===== src/rtl/pacc_pkg.sv =====
`timescale 1ns/1ps
package pacc_pkg;
  typedef enum logic {
    PACC_EVENT = 1'b0,
    PACC_GATED = 1'b1
  } pacc_mode_e;

  // bit 1 = wrap, bit 0 = hit
  typedef struct packed {
    logic wrap;
    logic hit;
  } pacc_flags_t;
endpackage


===== src/rtl/pacc_sync.sv =====
`timescale 1ns/1ps
module pacc_sync #(
  parameter int STAGES = 2
) (
  input  logic clk,
  input  logic rst_n,
  input  logic din,
  output logic lvl,
  output logic prev
);
  logic [STAGES-1:0] chain_q, chain_d;
  logic              prev_q, prev_d;

  always_comb begin
    chain_d = {chain_q[STAGES-2:0], din};
    prev_d  = chain_q[STAGES-1];
  end

  always_ff @(posedge clk or negedge rst_n) begin
    if (!rst_n) begin
      chain_q <= '0;
      prev_q  <= 1'b0;
    end else begin
      chain_q <= chain_d;
      prev_q  <= prev_d;
    end
  end

  assign lvl  = chain_q[STAGES-1];
  assign prev = prev_q;
endmodule


===== src/rtl/pacc_detect.sv =====
`timescale 1ns/1ps
module pacc_detect
  import pacc_pkg::*;
(
  input  pacc_mode_e mode,
  input  logic       edge_sel,
  input  logic       acc_en,
  input  logic       tick_en,
  input  logic       lvl,
  input  logic       prev,
  output logic       inc,
  output logic       hit_set
);
  logic rise, fall;

  always_comb begin
    rise = lvl & ~prev;
    fall = ~lvl & prev;
    case (mode)
      PACC_GATED: begin
        inc     = acc_en & tick_en & (lvl ^ edge_sel);
        hit_set = acc_en & (edge_sel ? rise : fall);
      end
      default: begin
        inc     = acc_en & (edge_sel ? fall : rise);
        hit_set = inc;
      end
    endcase
  end
endmodule


===== src/rtl/pacc_counter.sv =====
`timescale 1ns/1ps
module pacc_counter #(
  parameter int WIDTH = 16
) (
  input  logic                 clk,
  input  logic                 rst_n,
  input  logic                 inc,
  input  logic                 wr,
  input  logic [WIDTH/8-1:0]   be,
  input  logic [WIDTH-1:0]     wdata,
  output logic [WIDTH-1:0]     cnt,
  output logic                 wrap
);
  localparam int NBYTES = WIDTH / 8;

  logic [WIDTH-1:0] cnt_q, cnt_d;
  logic             cnt_ce;

  always_comb begin
    cnt_d  = cnt_q;
    wrap   = 1'b0;
    cnt_ce = wr | inc;
    if (wr) begin
      for (int b = 0; b < NBYTES; b++) begin
        if (be[b]) cnt_d[b*8 +: 8] = wdata[b*8 +: 8];
      end
    end else if (inc) begin
      cnt_d = cnt_q + 1'b1;
      wrap  = &cnt_q;
    end
  end

  always_ff @(posedge clk or negedge rst_n) begin
    if (!rst_n)      cnt_q <= '0;
    else if (cnt_ce) cnt_q <= cnt_d;
  end

  assign cnt = cnt_q;

  a_r9_word_write: assert property (@(posedge clk) disable iff (!rst_n)
    (wr && (&be)) |=> cnt_q == $past(wdata));
  a_r6_wrap_to_zero: assert property (@(posedge clk) disable iff (!rst_n)
    wrap |=> cnt_q == '0);
  a_r11_hold: assert property (@(posedge clk) disable iff (!rst_n)
    (!inc && !wr) |=> $stable(cnt_q));
endmodule


===== src/rtl/pacc_flags.sv =====
`timescale 1ns/1ps
module pacc_flags
  import pacc_pkg::*;
(
  input  logic        clk,
  input  logic        rst_n,
  input  logic        set_wrap,
  input  logic        set_hit,
  input  logic        en_any,
  input  logic        fast_clr,
  input  logic        access,
  input  logic        flg_wr,
  input  logic [1:0]  flg_wdata,
  output pacc_flags_t flags
);
  pacc_flags_t q, d;
  logic        clr_wrap, clr_hit, fast_hit, ce;

  always_comb begin
    fast_hit = fast_clr & access;
    clr_wrap = fast_hit | (flg_wr & en_any & flg_wdata[1]);
    clr_hit  = fast_hit | (flg_wr & en_any & flg_wdata[0]);
    d.wrap   = set_wrap | (q.wrap & ~clr_wrap);
    d.hit    = set_hit  | (q.hit  & ~clr_hit);
    ce       = set_wrap | set_hit | clr_wrap | clr_hit;
  end

  always_ff @(posedge clk or negedge rst_n) begin
    if (!rst_n)  q <= '0;
    else if (ce) q <= d;
  end

  assign flags = q;

  a_r10_set_wins: assert property (@(posedge clk) disable iff (!rst_n)
    (set_wrap || set_hit) |=> ((!$past(set_wrap) || q.wrap) && (!$past(set_hit) || q.hit)));
  a_r7_locked: assert property (@(posedge clk) disable iff (!rst_n)
    (q.hit && flg_wr && !en_any && !(fast_clr && access)) |=> q.hit);
  a_r8_fast_clear: assert property (@(posedge clk) disable iff (!rst_n)
    (fast_clr && access && !set_wrap && !set_hit) |=> (q == '0));
endmodule


===== src/rtl/pulse_accum.sv =====
`timescale 1ns/1ps
module pulse_accum
  import pacc_pkg::*;
#(
  parameter int WIDTH       = 16,
  parameter int SYNC_STAGES = 2
) (
  input  logic               clk,
  input  logic               rst_n,
  input  logic               tim_en,
  input  logic               acc_en,
  input  logic               mode_gated,
  input  logic               edge_sel,
  input  logic               fast_clr,
  input  logic               tick_en,
  input  logic               pin_in,
  input  logic               cnt_wr,
  input  logic               cnt_rd,
  input  logic [WIDTH/8-1:0] cnt_be,
  input  logic [WIDTH-1:0]   cnt_wdata,
  input  logic               flg_wr,
  input  logic [1:0]         flg_wdata,
  output logic [WIDTH-1:0]   cnt_q,
  output logic [1:0]         flg_q
);
  logic        lvl, prev, inc, hit_set, wrap;
  pacc_flags_t flags;
  pacc_mode_e  mode;

  assign mode = pacc_mode_e'(mode_gated);

  pacc_sync #(.STAGES(SYNC_STAGES)) u_sync (
    .clk(clk), .rst_n(rst_n), .din(pin_in), .lvl(lvl), .prev(prev)
  );

  pacc_detect u_detect (
    .mode(mode), .edge_sel(edge_sel), .acc_en(acc_en), .tick_en(tick_en),
    .lvl(lvl), .prev(prev), .inc(inc), .hit_set(hit_set)
  );

  pacc_counter #(.WIDTH(WIDTH)) u_cnt (
    .clk(clk), .rst_n(rst_n), .inc(inc), .wr(cnt_wr), .be(cnt_be),
    .wdata(cnt_wdata), .cnt(cnt_q), .wrap(wrap)
  );

  pacc_flags u_flags (
    .clk(clk), .rst_n(rst_n), .set_wrap(wrap), .set_hit(hit_set),
    .en_any(tim_en | acc_en), .fast_clr(fast_clr), .access(cnt_wr | cnt_rd),
    .flg_wr(flg_wr), .flg_wdata(flg_wdata), .flags(flags)
  );

  assign flg_q = flags;

  a_r11_disabled_quiet: assert property (@(posedge clk) disable iff (!rst_n)
    (!acc_en && !cnt_wr) |=> $stable(cnt_q));
  a_r6_wrap_flag: assert property (@(posedge clk) disable iff (!rst_n)
    (acc_en && !cnt_wr && inc && (&cnt_q)) |=> flg_q[1]);
endmodule


===== config.mk =====
export PLATFORM = sky130hd
export DESIGN_NAME = pulse_accum
export DESIGN_NICKNAME = d
export VERILOG_FILES = /design/src/rtl/pacc_pkg.sv /design/src/rtl/pacc_sync.sv /design/src/rtl/pacc_detect.sv /design/src/rtl/pacc_counter.sv /design/src/rtl/pacc_flags.sv /design/src/rtl/pulse_accum.sv
export SDC_FILE = /design/constraint.sdc
export NUM_CORES = 1
export LEC_CHECK = 0
export ABC_AREA = 1
export CORE_MARGIN = 3
export CORE_UTILIZATION = 24
export DETAILED_ROUTE_END_ITERATION = 8
export HOLD_SLACK_MARGIN = 0.1
export PLACE_DENSITY = 0.57
export SYNTH_ARGS = -nofsm -noshare
export SYNTH_HDL_FRONTEND = slang
export SYNTH_HIERARCHICAL = 1
export SYNTH_SLANG_ARGS = --single-unit

===== constraint.sdc =====
create_clock -name clk -period 3 [get_ports clk]
set_clock_uncertainty 0.15 [all_clocks]
set_input_delay 0.6 -clock clk [delete_from_list [all_inputs] [get_ports clk]]
set_output_delay 0.6 -clock clk [all_outputs]
set_load 0.01 [all_outputs]

---- After elaboration in Yosys (flattened, before gate mapping) ----
Index checks and enable logic that the tools add are counted.
Widths: inputs -> output; s select.
storage, ports and cells
  register bits after elaboration ......... 21
  output and inout bits ................... 18
operators by class
  add/subtract/negate cells ............... 1
  equality and inequality tests ........... 2
  mux-type cells .......................... 10
  bitwise operators ....................... 27
  reduce and logical (&&, ||, !) cells .... 4
operator list
  cell                   number
  $mux 16                2
  $add 16x1->16 const B  1
  $mux 8                 2
  $reduce_and 16->1      1
  $and 1x1->1            12
  $or 1x1->1             10
  $mux 1                 6
  $reduce_and 3->1       2
  $ne 2x1->1 const B     2
  $not 1->1              4
  $reduce_bool 2->1      1
  $xor 1x1->1            1

---- Longest topological paths before layout ----
Gate-level depths: netlist of run 1.
  depth in word-level cells ............... 10
  depth in mapped cells ................... 12
  gate-level depth less buffers ........... 12

---- Modules after synthesis ----
Netlist of run 1, hierarchy kept.
modules (own cells, without submodules)
  module        instances  cells an instance  area an instance (µm²)  sequential area each (µm²)
  pacc_counter  1          183                1186.1                  400.4
  pacc_detect   1          23                 90.1                    0.0
  pacc_flags    1          11                 88.8                    50.0
  pacc_sync     1          3                  75.1                    75.1
  pulse_accum   1          6                  22.5                    0.0

---- Worst setup path before layout of run 1 ----
OpenSTA, ideal clock, no wires.
  path type ............................... input to register
  from .................................... input edge_sel
  to ...................................... register u_cnt.cnt_q[13] (netlist: u_cnt/cnt[13])
  arrival ................................. 1486 ps
  required time ........................... 2734 ps
  path slack .............................. 1248 ps
  stages on the path ...................... 11
  path through ............................ nor2_1 > nor2_1 > nand2_1 > nand2_1 > nand2_4 > inv_4 > a21oi_4 > buf_6 > nor2_1 > nand2_1 > nand2_1
between the ends
  cells in the longest elaborated chain, start to end .. 5
ends and longest elaborated chain
  element                                                           RTL line                              source
  start: declaration                                                pulse_accum.sv:13                     input logic edge_sel,
  $mux 1 / $xor 1x1->1 (equally long branches)                      pacc_detect.sv:25, pacc_detect.sv:21
  $and 1x1->1, on equally long branches                             pacc_detect.sv:25, pacc_detect.sv:21
  $mux 1 (*)                                                        pacc_detect.sv:19                     case (mode)
  via inc                                                           pulse_accum.sv:26                     logic lvl, prev, inc, hit_set, wrap;
  $reduce_bool 2->1 (no line) / $or 1x1->1 (equally long branches)  --
  $reduce_and 3->1 (no line) (*)                                    --
  end signal: assignment                                            pacc_counter.sv:35                    else if (cnt_ce) cnt_q <= cnt_d;
  end: declaration                                                  pacc_counter.sv:16                    logic [WIDTH-1:0] cnt_q, cnt_d;
The timed path passes the listed nets; every way through them passes the cells marked *.
A chain may end at the register's enable or synchronous reset.

---- Final worst setup path of run 1 ----
  from .................................... input edge_sel
  to ...................................... register u_cnt.cnt_q[14] (netlist: u_cnt/cnt[14])
The elaborated chain is that of the path after synthesis.

==> results of run 1 <==
## Yosys cell counts
cell / number / area, um2
nand2_1: 76 / 285
nor2_1: 35 / 131
inv_1: 27 / 101
dfrtp_1: 21 / 526
nand3_1: 19 / 95.1
a21oi_1: 8 / 40.0
o21ai_1: 7 / 35.0
o21ai_0: 5 / 25.0
nand4_1: 4 / 25.0
buf_6: 2 / 22.5
inv_4: 2 / 12.5
nand2_2: 2 / 12.5
nor2_2: 2 / 12.5
nor2_4: 2 / 22.5
o22ai_1: 2 / 12.5
a211oi_1: 1 / 7.51
a21oi_4: 1 / 16.3
a31oi_1: 1 / 6.26
buf_2: 1 / 5.00
buf_4: 1 / 7.51
ha_1: 1 / 12.5
inv_2: 1 / 3.75
nand2_4: 1 / 11.3
nand3_2: 1 / 10.0
nor4_1: 1 / 6.26
xnor2_1: 1 / 8.76
xor2_1: 1 / 8.76
## sequential cells by signal (all words and copies together), names as in the netlist
signal,count
u_cnt/cnt,16
u_flags/flags,2
u_sync/chain_q,2
u_sync/prev,1
## power groups by stage
stage | clock (mW) | combinational, mW | sequential (mW)
after floorplan | 0 | 0.147 | 0.402
after global placement | 0 | 0.325 | 0.400
after detailed placement | 0 | 0.323 | 0.401
after CTS | 0.199 | 0.326 | 0.396
after global routing | 0.211 | 0.363 | 0.407
final | 0.188 | 0.322 | 0.394
## kinds of logic (layout without fill, tap and decap cells)
group           Yosys count  after routing  synth area share, %
simple gates            143            143                 41.8
buf+inv                  34             85                 10.4
compound gates           25             25                 9.75
flops                    21             21                 35.9
xor+xnor                  2              2                 1.20
fa+ha+maj                 1              1                0.855
## cell type report
class / instances / area, um2 / share of cell area, %
timing repair buffer: 51 / 505 / 24.4
inverter: 30 / 118 / 5.68
sequential: 21 / 526 / 25.4
clock buffer: 3 / 41.3 / 2.00
multi-input combinational: 171 / 785 / 37.9
clock inverter: 1 / 5.00 / 0.242
tap: 72 / 90.1 / 4.35
## stage by stage
stage	instance area, um2	power [mW]	util [%]	std cells
final	2070	0.903	36.2	349
after global routing	2070	0.981	36.2	349
after CTS	2070	0.922	36.2	349
after detailed placement	2020	0.725	35.4	345
after global placement	2020	0.725	35.4	345
after floorplan	1460	0.549	-	226
## worst min-delay path by stage
stage,endpoint,slack [ns],cells after the start
global placement,u_sync/chain_q[1],0.19,0
global route,u_sync/chain_q[1],0.22,0
detailed placement,u_sync/chain_q[1],0.20,0
CTS,u_sync/chain_q[1],0.22,0
floorplan,u_cnt/cnt[0],0.15,0
finish,u_sync/chain_q[1],0.21,0
## cell usage in the layout, fill, tap and decap left out, types with 2 or more instances in the layout
cell type	Yosys	routed
a21oi_1	8	8
buf_4	1	2
clkbuf_8	0	3
clkdlybuf4s50_1	0	49
dfrtp_1	21	21
inv_1	27	27
inv_4	2	2
nand2_1	76	76
nand2_2	2	2
nand3_1	19	19
nand4_1	4	4
nor2_1	35	35
nor2_2	2	2
nor2_4	2	2
o21ai_0	5	5
o21ai_1	7	7
o22ai_1	2	2
## layer usage
layer  GRT usage [%]  wire length, um  vias to the layer above  share of wire, %
met5               0                0                        -                 0
met4            3.51               44                        0               1.1
met3            2.86              239                        5               5.9
met2            19.6             1790                       43                44
met1            15.2             1990                      684                49
li1                -                -                      814                 -
==> flow_summary_export.csv, run 1 <==
group,metric,value,unit
critical_path,path_max_fanout,18,
sta,hold_slack,0.210,ns
sta,layout_setup_ws,0.788,ns
sta,worst_slew_pin_slew,0.415,ns
die,start_util,25.6,%
die,core-area,5710,um2
power,ir_worst_vdd,149,uV
global_route,grt_pass1_vias,1542,
routing,drt_iter0_markers,75,
routing,drc_errors,0,
cells_and_area,drive_gt1_share,6.50,%
global_route,grt_overflow_total,0,
sta,setup_violations,0,
power,p_int,0.588,mW
global_route,grt_start_max_net_pins,22,
global_route,antenna_found_initial,0,
clock_network,postCtsSetupRepairBufs,0,
routing,via_per_inst,4.43,
routing,ant_nets,0,
critical_path,crit_arrival,2.22,ns
logic_synthesis,ys_types,27,
logic_synthesis,ys_ff_latch,21,
placement,dp_hpwl,3110,um
power,pwr-share-comb,35.6,%
clock_network,cts_tree,"yes",
clock_network,root_buffer,"clkbuf_8",
clock_network,clk_pin_slew,0.08,ns
outcome,status,"finished clean",
sta,min_period,2.21,ns
die,io_pins,50,
critical_path,cp_top_family,"buffers and inverters",
clock_network,cts_made_buffers,3,
logic_synthesis,syn_area,1460,um2
logic_synthesis,syn-num-nets,259,
critical_path,cp.required,3.01,ns
critical_path,crit_end,"u_cnt/cnt[14]",
clock_network,hold_buffers,0,
logic_synthesis,seq_area_frac_synth,35.9,%
die,placementRows,27,
clock_network,clk_latency,0.26,ns
critical_path,reg2reg_slack,1.18,ns
global_route,grt_usage,11.9,%
hold_path,min_from,"u_sync/chain_q[0]",
power,p_sw,0.316,mW
critical_path,r2r-end,"u_cnt/cnt[14]",
sta,hold_violations,0,
critical_path,crit_buf_inv,3,
routing,first_pass_iters,4,
logic_synthesis,synth_warnings,6,
die,dieArea,7070,um2
critical_path,cp-startpoint,"edge_sel",
critical_path,worst-path-stages,12,
sta,drv_slew,0,
routing,routed_wl,4060,um
routing,num_vias,1546,
die,die_w,84.1,um
flow_run,maxCapViolCount,0,
routing,routedWlPerCell,11.6,um
placement,port_buffers,49,
critical_path,crit_type,"in -> reg",
critical_path,rr_worst_depth,10,
sta,rsz0062_at_grt,"false",
sta,fmax,452,MHz
power,p_leak,0.964,nW
global_route,grt_first_pass_wirelength,6950,um
hold_path,worstHoldPathType,"reg -> reg",
cells_and_area,diodes,0,
cells_and_area,area_growth,41.5,%
critical_path,cp-end-kind,"flop",
clock_network,cts_resized,0,
sta,period_share,73.7,%
critical_path,cp-start-kind,"input pin",
critical_path,cp_cell_sequence,"clkdlybuf4s50_1, inv_1, nand2_1, nand2_1, nand2_1, nand2_1, nand2_4, inv_4, a21oi_4, nor2_1, nand2_1, nand2_1",
critical_path,crit_slowest_cell,"clkdlybuf4s50_1",
critical_path,cpMostUsedCell,"nand2_1",
placement,post-place-ws,0.510,ns
power,p_per_area,437,nW/um2
clock_network,clockBufferDepth,2,
clock_network,ctsHtreeMaxLevel,1,
sta,slew-limit-headroom,72.3,%
logic_synthesis,syn_inst,226,
critical_path,r2r_start,"u_sync/chain_q[1]",
die,die_h,84.1,um
power,pwr-share-seq,43.6,%
logic_synthesis,avgSynthCellArea,6.47,um2
power,sw_frac_of_total,34.9,%
power,p_clk_share,20.8,%
cells_and_area,num-fill-cells,592,
critical_path,cp_slowest_stage_delay,0.54,ns
cells_and_area,fin_nets,311,
clock_network,cts_sinks,21,
placement,routabilityCongestion,0.826,
sta,finalSetupTns,0,ns
Power figures use the tool's default switching activity.
==> run 2: changes to the inputs <==
==> constraint.sdc (replaced) <==
create_clock -name clk -period 2.2 [get_ports clk]
set_clock_uncertainty 0.15 [all_clocks]
set_input_delay 0.44 -clock clk [delete_from_list [all_inputs] [get_ports clk]]
set_output_delay 0.44 -clock clk [all_outputs]
set_load 0.01 [all_outputs]
==> run 2 against run 1 <==
Against the previous run:
- via count up 4.1%
- sequential share of layout area down 0.85 points
- largest power group unchanged
- sequential cell count unchanged
- worst hold slack worse by 0.0072 ns
- first-iteration DRC count down 27%
- clock power up 39%
- global-route usage up 0.56 points
- worst setup slack worse by 0.51 ns
- sequential power up 36%
- routed wire length up 6.6%
- final area up 3.4%
==> flow_summary_export.csv, run 2 (synthesis results as in run 1) <==
group,metric,value,unit
global_route,grt_pass1_vias,1604,
power,p_leak,1.00,nW
cells_and_area,final_common_cell,"nand2_1",
cells_and_area,diodes,0,
critical_path,cp_top_family,"buffers and inverters",
critical_path,cp_cell_sequence,"clkdlybuf4s50_1",
placement,placedCellCount,353,
die,dieArea,7070,um2
sta,setup_violations,0,
placement,placed_cell_area,2100,um2
power,p_per_area,584,nW/um2
critical_path,crit_type,"reg -> out",
power,power,1.25,mW
sta,drv_slew,0,
die,io_pins,50,
sta,period_share,87.5,%
cells_and_area,drive_gt1_share,8.77,%
sta,fmax,520,MHz
sta,slew-limit-headroom,80.6,%
critical_path,crit_arrival,1.33,ns
cells_and_area,fin_area,2140,um2
routing,routed_wl,4330,um
cells_and_area,largest_register_ffs,16,
placement,port_buffers,49,
placement,dp_hpwl,3340,um
die,start_util,25.6,%
cells_and_area,final_cells,357,
placement,routabilityCongestion,0.832,
cells_and_area,mostFrequentLayoutCells,"nand2_1 (76), clkdlybuf4s50_1 (49), nor2_1 (35), inv_1 (27), dfrtp_1 (21)",
routing,routedWlPerCell,12.1,um
clock_network,root_buffer,"clkbuf_8",
critical_path,cp-end-kind,"primary output",
clock_network,cts_sinks,21,
routing,num_vias,1610,
clock_network,clk_latency,0.26,ns
critical_path,cp-start-kind,"flop",
clock_network,cts_resized,0,
critical_path,path_max_fanout,6,
sta,hold_violations,0,
cells_and_area,fin_nets,319,
critical_path,crit_buf_inv,1,
clock_network,ctsHtreeMaxLevel,1,
die,die_w,84.1,um
hold_path,worstHoldPathType,"reg -> reg",
outcome,status,"finished clean",
critical_path,crit_slowest_cell,"clkdlybuf4s50_1",
die,die_h,84.1,um
clock_network,clockBufferDepth,2,
routing,first_pass_iters,4,
critical_path,cp.required,1.61,ns
clock_network,cts_made_buffers,3,
flow_run,maxCapViolCount,0,
power,ir_worst_vdd,252,uV
clock_network,hold_buffers,0,
die,placementRows,27,
global_route,grt_overflow_total,0,
clock_network,cts_tree,"yes",
cells_and_area,area_growth,46.4,%
routing,ant_nets,0,
routing,drt_iter0_markers,55,
global_route,grt_start_max_net_pins,22,
sta,rsz0062_at_grt,"false",
cells_and_area,num-fill-cells,621,
global_route,grt_first_pass_wirelength,7350,um
critical_path,cp_slowest_stage_delay,0.59,ns
routing,drc_errors,0,
routing,via_per_inst,4.51,
clock_network,postCtsSetupRepairBufs,0,
global_route,grt_usage,12.4,%
sta,worst_slew_pin_slew,0.291,ns
die,core-area,5710,um2
sta,finalSetupTns,0,ns
clock_network,clk_pin_slew,0.08,ns
global_route,antenna_found_initial,0,
sta,min_period,1.92,ns
run 2: cell types whose count changed in the layout (fill, tap and decap cells not counted), sizes merged:
cell	previous run	this run
clkinv	1	0
clkbuf	3	4
buf	2	10
run 2: where the power goes:
| group | internal (mW) | switching [mW] | leakage (nW) |
|---|---|---|---|
| logic | 0.242 | 0.214 | 0.722 |
| clock network | 0.129 | 0.131 | 0.0228 |
| registers | 0.445 | 0.0902 | 0.260 |
| total | 0.816 | 0.435 | 1.00 |
run 2: worst paths after layout:
check / startpoint / endpoint / slack (ns) / cells after the start
setup / recovery: u_cnt/cnt[7] / cnt_q[7] / 0.28 / 1
hold / removal: u_sync/chain_q[0] / u_sync/chain_q[1] / 0.20 / 0
setup reg to reg: u_sync/chain_q[1] / u_cnt/cnt[1] / 0.54 / 10
hold reg to reg: u_sync/chain_q[0] / u_sync/chain_q[1] / 0.20 / 0
max in group asynchronous: rst_n / u_cnt/cnt[14] / 1.29 / 2
min in group asynchronous: rst_n / u_cnt/cnt[12] / 0.38 / 2
run 2: layout make-up:
| cell class | count | area, um2 | area share, % |
|---|---|---|---|
| multi-input combinational | 171 | 785 | 36.6 |
| timing repair buffer | 59 | 578 | 27.0 |
| sequential | 21 | 526 | 24.5 |
| inverter | 30 | 118 | 5.49 |
| tap | 72 | 90.1 | 4.21 |
| clock buffer | 4 | 45.0 | 2.10 |
run 2: routing by layer:
| layer | GRT usage, % | part of all wire [%] |
|---|---|---|
| met1 | 16.3 | 47 |
| met2 | 21.0 | 47 |
| met3 | 2.47 | 5.3 |
| met4 | 2.49 | 0.35 |
| met5 | 0 | 0 |
run 2: per-stage QoR:
step | setup slack [ns] | utilization [%] | hold slack (ns)
3_3_place_gp | 0.0710 | 36.7 | 0.186
6_report | 0.275 | 37.5 | 0.203
4_1_cts | 0.255 | 37.5 | 0.206
5_1_grt | 0.171 | 37.5 | 0.216
3_5_place_dp | 0.0223 | 36.7 | 0.186
2_1_floorplan | 0.608 | - | -0.00559
